File: src/rtl/mmu_pkg.sv
package mmu_pkg;
  localparam int unsigned MMU_LADDR_W = 16;
  localparam int unsigned MMU_SEL_W   = 3;
  localparam int unsigned MMU_BANK_W  = 8;
  localparam int unsigned MMU_VEC_BANK = 0;
endpackage

File: src/rtl/mmu_bank_regs.sv
module mmu_bank_regs #(
  parameter int unsigned NUM_PAGES = 8,
  parameter int unsigned BANK_W    = 8,
  parameter int unsigned VEC_BANK  = 0
) (
  input  logic                              clk,
  input  logic                              rst,
  input  logic                              wr_en,
  input  logic [NUM_PAGES-1:0]              wr_mask,
  input  logic [BANK_W-1:0]                 wr_data,
  output logic [NUM_PAGES-1:0][BANK_W-1:0]  banks_o
);
  for (genvar g = 0; g < NUM_PAGES; g++) begin : g_page
    localparam logic [BANK_W-1:0] RST_V =
      (g == NUM_PAGES - 1) ? BANK_W'(VEC_BANK) : '0;
    logic [BANK_W-1:0] bank_q;

    always_ff @(posedge clk) begin
      if (rst) begin
        bank_q <= RST_V;
      end else if (wr_en && wr_mask[g]) begin
        bank_q <= wr_data;
      end
    end

    assign banks_o[g] = bank_q;
  end
endmodule

File: src/rtl/mmu_xlate.sv
module mmu_xlate #(
  parameter  int unsigned LADDR_W   = 16,
  parameter  int unsigned SEL_W     = 3,
  parameter  int unsigned BANK_W    = 8,
  localparam int unsigned NUM_PAGES = 1 << SEL_W,
  localparam int unsigned OFF_W     = LADDR_W - SEL_W,
  localparam int unsigned PADDR_W   = BANK_W + OFF_W
) (
  input  logic                              clk,
  input  logic                              rst,
  input  logic [LADDR_W-1:0]                la_i,
  input  logic [NUM_PAGES-1:0][BANK_W-1:0]  banks_i,
  output logic [PADDR_W-1:0]                pa_o
);
  logic [SEL_W-1:0]  page_sel;
  logic [OFF_W-1:0]  page_off;
  logic [BANK_W-1:0] cur_bank;

  assign page_sel = la_i[LADDR_W-1 -: SEL_W];
  assign page_off = la_i[OFF_W-1:0];
  assign cur_bank = banks_i[page_sel];

  always_ff @(posedge clk) begin
    if (rst) begin
      pa_o <= '0;
    end else begin
      pa_o <= {cur_bank, page_off};
    end
  end
endmodule

File: src/rtl/mmu_mask_reader.sv
module mmu_mask_reader #(
  parameter  int unsigned NUM_PAGES = 8,
  parameter  int unsigned BANK_W    = 8
) (
  input  logic                              clk,
  input  logic                              rst,
  input  logic                              rd_en,
  input  logic [NUM_PAGES-1:0]              rd_mask,
  input  logic [BANK_W-1:0]                 acc_i,
  input  logic [NUM_PAGES-1:0][BANK_W-1:0]  banks_i,
  output logic [NUM_PAGES-1:0]              pick_oh_o,
  output logic [BANK_W-1:0]                 acc_o
);
  logic [NUM_PAGES-1:0] pick_oh;
  logic                 hit;
  logic [BANK_W-1:0]    pick_val;

  // Scan upward; a later set bit overrides an earlier one.
  always_comb begin
    pick_oh = '0;
    hit     = 1'b0;
    for (int i = 0; i < NUM_PAGES; i++) begin
      if (rd_mask[i]) begin
        pick_oh = '0;
        pick_oh[i] = 1'b1;
        hit = 1'b1;
      end
    end
  end

  // AND-OR selection driven by the one-hot pick.
  always_comb begin
    pick_val = '0;
    for (int i = 0; i < NUM_PAGES; i++) begin
      pick_val = pick_val | (banks_i[i] & {BANK_W{pick_oh[i]}});
    end
  end

  always_ff @(posedge clk) begin
    if (rst) begin
      acc_o <= '0;
    end else if (rd_en && hit) begin
      acc_o <= pick_val;
    end else begin
      acc_o <= acc_i;
    end
  end

  assign pick_oh_o = pick_oh;
endmodule

File: src/rtl/bank_mmu.sv
module bank_mmu #(
  parameter  int unsigned LADDR_W   = mmu_pkg::MMU_LADDR_W,
  parameter  int unsigned SEL_W     = mmu_pkg::MMU_SEL_W,
  parameter  int unsigned BANK_W    = mmu_pkg::MMU_BANK_W,
  parameter  int unsigned VEC_BANK  = mmu_pkg::MMU_VEC_BANK,
  localparam int unsigned NUM_PAGES = 1 << SEL_W,
  localparam int unsigned OFF_W     = LADDR_W - SEL_W,
  localparam int unsigned PADDR_W   = BANK_W + OFF_W
) (
  input  logic                 clk,
  input  logic                 rst,
  input  logic [LADDR_W-1:0]   log_addr_i,
  output logic [PADDR_W-1:0]   phys_addr_o,
  input  logic                 wr_en_i,
  input  logic [NUM_PAGES-1:0] wr_mask_i,
  input  logic [BANK_W-1:0]    wr_bank_i,
  input  logic                 rd_en_i,
  input  logic [NUM_PAGES-1:0] rd_mask_i,
  input  logic [BANK_W-1:0]    acc_i,
  output logic [BANK_W-1:0]    acc_o
);
  logic [NUM_PAGES-1:0][BANK_W-1:0] bank_tbl;
  logic [NUM_PAGES-1:0]             pick_oh;

  mmu_bank_regs #(
    .NUM_PAGES (NUM_PAGES),
    .BANK_W    (BANK_W),
    .VEC_BANK  (VEC_BANK)
  ) u_regs (
    .clk     (clk),
    .rst     (rst),
    .wr_en   (wr_en_i),
    .wr_mask (wr_mask_i),
    .wr_data (wr_bank_i),
    .banks_o (bank_tbl)
  );

  mmu_xlate #(
    .LADDR_W (LADDR_W),
    .SEL_W   (SEL_W),
    .BANK_W  (BANK_W)
  ) u_xlate (
    .clk     (clk),
    .rst     (rst),
    .la_i    (log_addr_i),
    .banks_i (bank_tbl),
    .pa_o    (phys_addr_o)
  );

  mmu_mask_reader #(
    .NUM_PAGES (NUM_PAGES),
    .BANK_W    (BANK_W)
  ) u_reader (
    .clk       (clk),
    .rst       (rst),
    .rd_en     (rd_en_i),
    .rd_mask   (rd_mask_i),
    .acc_i     (acc_i),
    .banks_i   (bank_tbl),
    .pick_oh_o (pick_oh),
    .acc_o     (acc_o)
  );
endmodule

File: config.mk
export PLATFORM = sky130hd
export DESIGN_NAME = bank_mmu
export DESIGN_NICKNAME = d
export VERILOG_FILES = /design/src/rtl/mmu_pkg.sv /design/src/rtl/mmu_bank_regs.sv /design/src/rtl/mmu_xlate.sv /design/src/rtl/mmu_mask_reader.sv /design/src/rtl/bank_mmu.sv
export SDC_FILE = /design/constraint.sdc
export NUM_CORES = 1
export LEC_CHECK = 0
export ABC_AREA = 0
export BUFFER_PORTS_ARGS = -buffer_cell sky130_fd_sc_hd__buf_2
export CELL_PAD_IN_SITES_DETAIL_PLACEMENT = 1
export CELL_PAD_IN_SITES_GLOBAL_PLACEMENT = 1
export CORE_MARGIN = 1
export CORE_UTILIZATION = 44
export DETAILED_ROUTE_END_ITERATION = 10
export PLACE_DENSITY_LB_ADDON = 0.25
export SLEW_MARGIN = 20
export SYNTH_ARGS = -nofsm -noshare
export SYNTH_HDL_FRONTEND = slang
export SYNTH_HIERARCHICAL = 1
export SYNTH_SLANG_ARGS = --single-unit
File: constraint.sdc
create_clock -name clk -period 1.5 [get_ports clk]
set_input_delay 0.15 -clock clk [delete_from_list [all_inputs] [get_ports clk]]
set_output_delay 0.15 -clock clk [all_outputs]
set_load 0.05 [all_outputs]
==> results of run 1 <==
==> power by group through the flow <==
stage | combinational, mW | clock (mW) | sequential, mW
2_1_floorplan | 0.491 | 0 | 2.86
3_3_place_gp | 0.854 | 0 | 2.74
3_5_place_dp | 0.880 | 0 | 2.75
4_1_cts | 0.911 | 1.92 | 2.69
5_1_grt | 0.970 | 2.02 | 2.71
6_report | 0.913 | 1.88 | 2.69
==> timing repair <==
action,CTS,global route
gates resized for setup,0,0
hold endpoints to repair,13,0
hold buffers,13,0
==> state kept, by name, indices dropped and copies added, names as in the netlist <==
name                  flops
u_xlate/pa_o             21
u_regs/g_page.bank_q     64
u_reader/acc_o            8
==> metrics by stage <==
step / hold WS [ps] / setup slack, ps / instance area (µm²)
finish: 106.1 / 301.5 / 5374
global route: 106.8 / 205.2 / 5374
CTS: 88.79 / 313.7 / 5374
detailed placement: 364.9 / 148.8 / 5021
global placement: 357.4 / 202.8 / 5021
floorplan: 221.6 / 319.9 / 4551
==> metal layers <==
layer / up-vias / wire length [µm] / track usage
li1: 1644 / - / -
met1: 1763 / 6009 / 0.3386
met5: - / 0 / 0
met3: 19 / 696 / 0.04216
met4: 0 / 198 / 0.08776
met2: 124 / 6346 / 0.4219
==> cell usage in the layout, fill, tap and decap left out <==
master and instances:
a211oi_2 8, a21oi_1 8, a22oi_1 8, a31oi_1 1
and2_1 1, buf_12 3, buf_2 80, buf_4 14
bufinv_16 2, clkbuf_8 9, clkinv_2 2, clkinv_4 2
dfxtp_1 93, dlygate4sd3_1 13, inv_1 1, inv_8 1
mux2i_1 72, mux4_1 8, mux4_2 8, nand2_1 17
nand2_2 7, nand2b_1 80, nand3_1 8, nor2_1 18
nor2b_1 22, nor3b_1 8, nor4_2 1, nor4b_4 1
o2111a_1 8, o31ai_1 8
==> worst min-delay path by stage <==
stage / endpoint / from / cells after the start / slack, ps
after floorplan: u_xlate/pa_o[0]$_SDFF_PP0_ / rst / 1 / 220
after global placement: u_xlate/pa_o[3]$_SDFF_PP0_ / log_addr_i[3] / 2 / 360
after detailed placement: u_xlate/pa_o[6]$_SDFF_PP0_ / log_addr_i[6] / 2 / 360
after CTS: u_xlate/pa_o[9]$_SDFF_PP0_ / rst / 2 / 90
after global routing: u_reader/acc_o[3]$_SDFF_PP0_ / acc_i[3] / 3 / 110
final: u_xlate/pa_o[3]$_SDFF_PP0_ / rst / 2 / 110
==> layout make-up <==
cell class | instances | area, µm²
repair buffers | 110 | 695.7
multi-input cells | 292 | 2424
flip-flops and latches | 93 | 1862
inverters | 1 | 3.754
fillers | 1100 | 4536
clock inverters | 7 | 98.84
well taps | 133 | 166.4
clock buffers | 9 | 123.9
==> results.md, run 1 <==
* # DRC at 0
* Peak VDD IR at 0.0006492 V
* Number of port buffers at 80
* CP cell instances: nor3b_1 -> o31ai_1 -> nand3_1 -> a211oi_2
* Io pins at 81
* Critical path class: reg -> reg
* Fin. Hold Viols at 0
* Crit Reg-Reg Startpoint: u_regs/g_page[0].bank_q[4]$_SDFFE_PP0P_
* PwrDens at 1021 nW/µm²
* Die area at 10750 µm²
* Initial Util at 0.4592
* ANT nets after route at 0
* WP buf/inv at 0
* NumNets Final at roughly 560
* Critical Path AT at 1480 ps
* Clock transition at path regs at 90 ps
* Clk_skew at a little over 6 ps
* Sw Ratio at 0.2839
* CTS root buffer: clkbuf_8
* Crit path from: u_regs/g_page[0].bank_q[4]$_SDFFE_PP0P_
* Worst-Margin Slew at 400.7 ps
* Largest net degree at the start of global routing at 27
* Routability cong. at 0.7970
* R2R setup slack at 300 ps
* CP required at 1790 ps
* CP Depth at 4
* Vias in the first global route at 3706
* Crit-path leading delay family: compound AO/OA/AOI/OAI gates
* Post-Route Utilization at 0.5423
* Relative slew slack at 0.7319
* Ant. Diodes at 0
* DP Cell Count at 616
* Layout area overhead at 18.09%
* Sequential power share at 0.491
* Crit start category: flip-flop
* Synth warn at 6
* CTS tree: yes
* Logic pwr share at 0.166
* Final Power at 5.488 mW
* Vias after detailed routing at 3550
* DP HPWL at about 9000 µm
* RSZ-0062 raised after global routing: false
* First drt pass iteration count at 5
* Clock Tree Buf Depth at 2
* Die Ht at about 100 µm
* FMAX at 0.8344 GHz
* R2R Path End: u_reader/acc_o[4]$_SDFF_PP0_
* Global-route wire length before repair at 20890 µm
* Crit end category: flip-flop
* Global route overflow at 0
* Total CTS buffers at 9
* Final setup TNS at 0 ps
* Fin cells at 645
* Core ar. at 9910 µm²
* Synthesized area per cell at 10.76 µm²
* Post-Synthesis Cells at 423
* Die span in x at ~100 µm
* Max incr delay on CP at 370 ps
* Synth Net Count at approximately 480
* Part of the cycle the worst path needs at 0.7990
* Cell Rows at 36
* P_sw at 1.558 mW
* Outcome: finished, final reports clean
* Final WL at 13250 µm
* Final setup violation count at 0
* Leak at 2.416 nW
* Clock Latency Late Sink at about 360 ps
* Setup bufs post-CTS at 0
* Layout cells sized above 1 at 0.2695
* Tmin final at approximately 1200 ps
* Clock network power share at 0.343
* CTS sink count at 93
* Mapped cell area at 4551 µm²
* Slew Limit Fails at 0
* Avg WL per Cell at roughly 20 µm
* CTS H-tree depth at 3
* End point of the critical path: u_reader/acc_o[4]$_SDFF_PP0_
* Total GRT Usage at 0.2553
* Initial antenna violation count at 0
* Crit-path max FO at 3
* Number of vias per cell at 5.504
* R2R cell count at 4
* DRT iter0 DRCs at 246
* Max-Cap Viols at 0
* Slowest CP cell: dfxtp_1
* Internal at 3.930 mW
* Hold crit path type: in -> reg
(Power assumes the default switching activity.)
==> inputs of run 2 (changes only) <==
- ABC_AREA: 0 -> 1
- CORE_UTILIZATION: 44 -> 36
- clock period: 1.5 -> 1 ns (I/O delays scaled with it)
==> results.md, run 2 <==
* Max-Cap Viols at 0 (unchanged)
* DP Cell Count at 1118 (+81%)
* Crit Reg-Reg Startpoint: u_regs/g_page[6].bank_q[7]$_SDFFE_PP0P_
* Final setup violation count at 1 (+1)
* Global-route wire length before repair at 27590 µm (+32%)
* Post-Synthesis Cells at 859 (+100%)
* CP required at 1240 ps (-550 ps)
* CTS root buffer: clkbuf_16
* DP HPWL at 12910 µm (+42%)
* Total CTS buffers at 9 (unchanged)
* Avg WL per Cell at 15.57 µm (-24%)
* Initial Util at 0.3728 (-0.08641)
* Number of flip-flops under the largest register name at 64 (unchanged)
* Die area at 14970 µm² (+39%)
* Crit-path max FO at 3 (unchanged)
* Layout area overhead at 24.54%
* Number of port buffers at 80 (unchanged)
* Fin. Hold Viols at 0 (unchanged)
* Outcome: complete, but fails checks
* Final Power at 9.603 mW (+75%)
* NumNets Final at 1017 (+82%)
* CTS tree: yes
* Violated checks: setup timing
* Number of vias per cell at 4.621 (-16%)
* Io pins at 81 (unchanged)
* Cell Rows at 43 (+19%)
* Crit path from: u_regs/g_page[6].bank_q[7]$_SDFFE_PP0P_
* Synth Net Count at 911 (+92%)
* Ant. Diodes at 0 (unchanged)
* Clock transition at path regs at 70 ps (-20 ps)
* Slew Limit Fails at 0 (unchanged)
* Part of the cycle the worst path needs at 1.012 (+0.2130)
* Clock Tree Buf Depth at 2 (unchanged)
* PwrDens at 1479 nW/µm² (+45%)
* CTS H-tree depth at 3 (unchanged)
* Core ar. at 13990 µm² (+41%)
* Critical path class: reg -> reg
* First drt pass iteration count at 4 (-1)
* Global route overflow at 0 (unchanged)
* Mapped cell area at 5215 µm² (+15%)
* Relative slew slack at 0.6540 (-0.07795)
* Critical Path AT at 1250 ps (-230 ps)
* Vias after detailed routing at 5305 (+49%)
* Final WL at 17880 µm (+35%)
* Fin cells at 1148 (+78%)
* Leak at 3.539 nW (+46%)
* Top flop regs: u_regs/g_page.bank_q: 64 flops, u_xlate/pa_o: 21 flops, u_reader/acc_o: 8 flops
* Synthesized area per cell at 6.071 µm² (-44%)
* Most frequent cells in the layout: nand2_1, nor2_1, inv_1
* # DRC at 0 (unchanged)
* Clk_skew at 11.66 ps (+5.537 ps)
* Initial antenna violation count at 0 (unchanged)
* End point of the critical path: u_reader/acc_o[7]$_SDFF_PP0_
* CTS sink count at 93 (unchanged)
* R2R cell count at 5 (+1)
* Hold crit path type: in -> reg
* Commonest non-fill, non-tap cell in the layout: nand2_1
* Crit end category: flip-flop
* Peak VDD IR at 0.0009462 V (+46%)
* R2R Path End: u_reader/acc_o[7]$_SDFF_PP0_
* Tmin final at 1012 ps (-186.5 ps)
* FMAX at 0.9881 GHz (+18%)
* Layout cells sized above 1 at 0.2056 (-0.06395)
* Routability cong. at 0.8519 (+6.9%)
* Worst setup margin at -12.04 ps (-313.5 ps)
* Total GRT Usage at 0.2491 (-0.006264)
* R2R setup slack at -10 ps (-310 ps)
* Vias in the first global route at 5164 (+39%)
* Synth warn at 6 (unchanged)
* Die Ht at 122.4 µm (+18%)
* Crit start category: flip-flop
* Die span in x at 122.4 µm (+18%)
* ANT nets after route at 0 (unchanged)
* Worst-Margin Slew at 519.0 ps (+118.3 ps)
* DRT iter0 DRCs at 340 (+38%)
* RSZ-0062 raised after global routing: true
* Most flops, register: u_regs/g_page.bank_q
* Clock Latency Late Sink at 360 ps (about the same)
* Largest net degree at the start of global routing at 46 (+70%)
## run 2: worst min path at each step
stage	start	endpoint	slack (ps)	depth (start not counted)
after floorplan	rst	u_xlate/pa_o[0]$_SDFF_PP0_	170	1
after global placement	log_addr_i[1]	u_xlate/pa_o[1]$_SDFF_PP0_	300	3
after detailed placement	log_addr_i[1]	u_xlate/pa_o[1]$_SDFF_PP0_	310	3
after CTS	acc_i[5]	u_reader/acc_o[5]$_SDFF_PP0_	2	3
after global routing	acc_i[3]	u_reader/acc_o[3]$_SDFF_PP0_	30	3
final	acc_i[3]	u_reader/acc_o[3]$_SDFF_PP0_	20	3
## run 2: where the power goes
group | switching (mW) | internal, mW | leakage (nW) | total, mW
registers | 0.204 | 3.97 | 0.780 | 4.17
logic | 1.29 | 0.712 | 2.62 | 2.01
clock network | 1.44 | 1.98 | 0.139 | 3.42
## run 2: per-stage QoR
stage | cell area, µm² | hold slack [ps] | util | setup WS [ps] | setup TNS, ps
6_report | 6495 | 19.21 | 0.4643 | -12.04 | -12.04
5_1_grt | 6495 | 26.07 | 0.4643 | -20.90 | -58.57
4_1_cts | 6382 | 2.093 | 0.4563 | 2.073 | 0
3_5_place_dp | 5878 | 309.5 | 0.4202 | -221.6 | -9477
3_3_place_gp | 5878 | 297.7 | 0.4202 | -171.9 | -7679
2_1_floorplan | 5223 | 171.2 | - | 12.51 | 0
## run 2: critical path, stage by stage, from the launching register on
cell and delay (ps):
dfxtp_4 360, nand3_2 70, nand2_2 60, nand3b_1 200, nor2_1 140, a21oi_1 70
## run 2: cell type report
| class | count | area (µm²) |
|---|---|---|
| inverter | 165 | 626.9 |
| timing repair buffer | 136 | 1001 |
| tap | 180 | 225.2 |
| fill | 1949 | 7493 |
| multi-input combinational | 560 | 2456 |
| sequential | 93 | 1904 |
| clock buffer | 12 | 246.5 |
| clock inverter | 2 | 35.03 |
## run 2: timing repair
item / 4_1_cts / 5_1_grt
setup endpoints to repair: 30 / 21
pin swaps: 0 / 19
hold buffers: 14 / 0
endpoints found under the hold margin: 14 / 0
resized for setup: 33 / 44
cloned: 0 / 0
buffers inserted: 0 / 2
## run 2: layer usage
| layer | vias up | share of wire | wire, µm | global-route usage |
|---|---|---|---|---|
| met5 | - | 0 | 0 | 0 |
| met4 | 0 | 0.023 | 406 | 0.09680 |
| met3 | 20 | 0.048 | 864 | 0.03625 |
| met2 | 126 | 0.44 | 7819 | 0.3789 |
| met1 | 2456 | 0.49 | 8784 | 0.3523 |
| li1 | 2703 | - | - | - |
==> inputs of run 3 (changes only) <==
==> constraint.sdc (replaced) <==
create_clock -name clk -period 1 [get_ports clk]
set_input_delay 0.05 -clock clk [delete_from_list [all_inputs] [get_ports clk]]
set_output_delay 0.05 -clock clk [all_outputs]
set_load 0.05 [all_outputs]
==> results.md, run 3 (same netlist as run 2, synthesis figures left out) <==
* Hold depth at 3 (unchanged)
* Avg WL per Cell at 15.55 µm (-0.12%)
* Hold path startpoint: acc_i[0]
* R2R cell count at 5 (unchanged)
* Number of flip-flops under the largest register name at 64 (unchanged)
* Clock Tree Buf Depth at 2 (unchanged)
* CTS H-tree depth at 3 (unchanged)
* Max incr delay on CP at 320 ps (-40 ps)
* Max-Cap Viols at 0 (unchanged)
* Number of vias per cell at 4.633 (+0.25%)
* CTS root buffer: clkbuf_16
* Leak at 3.518 nW (-0.60%)
* Largest net degree at the start of global routing at 38 (-17%)
* Most frequent cells in the layout: nand2_1, nor2_1, inv_1
* Layout cells sized above 1 at 0.1905 (-0.01510)
* Crit start category: flip-flop
* Total CTS buffers at 9 (unchanged)
* DP Cell Count at 1113 (-0.45%)
* CP required at 950 ps (-290 ps)
* Global-route wire length before repair at 27940 µm (+1.3%)
* Initial Util at 0.3728 (unchanged)
* Io pins at 81 (unchanged)
* PwrDens at 1530 nW/µm² (+3.5%)
* Core ar. at 13990 µm² (unchanged)
* Sequential power share at 0.422 (-0.013)
* R2R Path End: u_reader/acc_o[2]$_SDFF_PP0_
* Outcome: finished, final reports clean
* DP HPWL at 12760 µm (-1.1%)
* Final setup TNS at 0 ps (+12.04 ps)
* Final WL at 17820 µm (-0.29%)
* Global route overflow at 0 (unchanged)
* Crit end category: output port
* DRT iter0 DRCs at 327 (-3.8%)
* Critical path class: reg -> out
* Slew Limit Fails at 0 (unchanged)
* WP buf/inv at 1 (+1)
* Die span in x at 122.4 µm (unchanged)
* # DRC at 0 (unchanged)
* Slowest CP cell: dfxtp_1
* RSZ-0062 raised after global routing: true
* Hold EP: u_reader/acc_o[0]$_SDFF_PP0_
* P_sw at 3.060 mW (+4.0%)
* Number of port buffers at 80 (unchanged)
* Die Ht at 122.4 µm (unchanged)
* Sw Ratio at 0.3105 (+0.004074)
* Tmin final at 976.2 ps (-35.87 ps)
* Vias in the first global route at 5353 (+3.7%)
* R2R setup slack at 40 ps (+50 ps)
* Ant. Diodes at 0 (unchanged)
* Total GRT Usage at 0.2483 (-0.0007439)
* Peak VDD IR at 0.0008577 V (-9.4%)
* Die area at 14970 µm² (unchanged)
* Internal at 6.793 mW (+2.0%)
* Fin. Hold Viols at 0 (unchanged)
* Fin cells at 1146 (-0.17%)
* Clock transition at path regs at 70 ps (about the same)
* Final Power at 9.852 mW (+2.6%)
* Final setup violation count at 0 (-1)
* Most flops, register: u_regs/g_page.bank_q
* Commonest non-fill, non-tap cell in the layout: nand2_1
* CTS tree: yes
* Part of the cycle the worst path needs at 0.9762 (-0.03587)
* Hold crit path type: in -> reg
* Crit Reg-Reg Startpoint: u_regs/g_page[7].bank_q[2]$_SDFFE_PP0P_
* Crit-path leading delay family: flip-flops
* Dpl cell area at 5858 µm² (-0.34%)
* Pre-CTS WS at -164.4 ps (+57.28 ps)
* Clock network power share at 0.380 (+0.024)
* First drt pass iteration count at 5 (+1)
* Routability cong. at 0.8235 (-3.3%)
* ANT nets after route at 0 (unchanged)
* FMAX at 1.024 GHz (+3.7%)
* Layout area overhead at 23.46%
* Clock Latency Late Sink at 350 ps (about the same)
* Hold Slack at 9.651 ps (-9.563 ps)
* Clk_skew at 6.044 ps (-5.613 ps)
* Relative slew slack at 0.6456 (-0.008412)
* Worst setup margin at 23.83 ps (+35.87 ps)
* Post-route cell area at 6439 µm² (-0.87%)
* Vias after detailed routing at 5309 (+0.075%)
* Initial antenna violation count at 0 (unchanged)
* Post-Route Utilization at 0.4603 (-0.004025)
* Setup bufs post-CTS at 0 (unchanged)
* Logic pwr share at 0.198 (-0.011)
* NumNets Final at 1013 (-0.39%)
* Top flop regs: u_regs/g_page.bank_q: 64 flops, u_xlate/pa_o: 21 flops, u_reader/acc_o: 8 flops
* Cell Rows at 43 (unchanged)
* Critical Path AT at 930 ps (-320 ps)
* Crit-path max FO at 1 (-2)
* CTS sink count at 93 (unchanged)
* Worst-Margin Slew at 531.6 ps (+12.62 ps)
* CP cell instances: buf_2
## run 3: cell types whose count changed in the layout (fill, tap and decap cells not counted), moves of 3 or more
cell,previous run,this run
dfxtp_2,22,16
dfxtp_1,67,76
dlygate4sd3_1,14,17
nand3_2,5,2
buf_6,6,0
buf_2,51,67
dfxtp_4,4,1
buf_4,61,32
nand3_1,66,69
clkbuf_4,0,10
## run 3: layout make-up
class                           instances  area [µm²]
Clock buffer                           12       266.5
Tap cell                              180       225.2
Timing Repair Buffer                  132       940.9
Multi-Input combinational cell        560        2440
Inverter                              165       626.9
Sequential cell                        93        1886
Fill cell                            1903        7550
Clock inverter                          4       53.80
## run 3: routing by layer
layer,track usage,wire length (µm)
met5,0,0
met4,0.07241,229
met3,0.03346,780
met2,0.3971,8123
met1,0.3462,8690
## run 3: how the worst max path moves through the flow
stage / from / end / slack (ps) / cells after the start
floorplan: rd_mask_i[6] / u_reader/acc_o[4]$_SDFF_PP0_ / 20 / 8
global placement: rd_mask_i[7] / u_reader/acc_o[2]$_SDFF_PP0_ / -140 / 9
detailed placement: rd_mask_i[7] / u_reader/acc_o[1]$_SDFF_PP0_ / -160 / 9
CTS: u_reader/acc_o[3]$_SDFF_PP0_ / acc_o[3] / 0.008 / 1
global route: u_regs/g_page[7].bank_q[2]$_SDFFE_PP0P_ / u_reader/acc_o[2]$_SDFF_PP0_ / -20 / 5
finish: u_xlate/pa_o[20]$_SDFF_PP0_ / phys_addr_o[20] / 20 / 1
## run 3: worst register-to-register path: stages, from the launching register on
cell and delay (ps):
dfxtp_2 340, nand2_2 70, nand2_2 40, nand3b_1 180, nor2_1 130, a21oi_1 80
## run 3: repair_timing
| item | in CTS | in global routing |
|---|---|---|
| pin swaps | 0 | 10 |
| hold endpoints to repair | 17 | 0 |
| setup endpoints to repair | 3 | 24 |
| gates resized for setup | 3 | 39 |
| hold buffers | 17 | 0 |
| cloned | 0 | 0 |
## run 3: power groups by stage
stage	Combinational, mW	Clock (mW)	Sequential, mW
4_1_cts	1.93	3.81	4.15
3_5_place_dp	1.85	0	4.23
2_1_floorplan	1.01	0	4.43
6_report	1.95	3.74	4.16
5_1_grt	2.16	3.94	4.19
3_3_place_gp	1.82	0	4.22
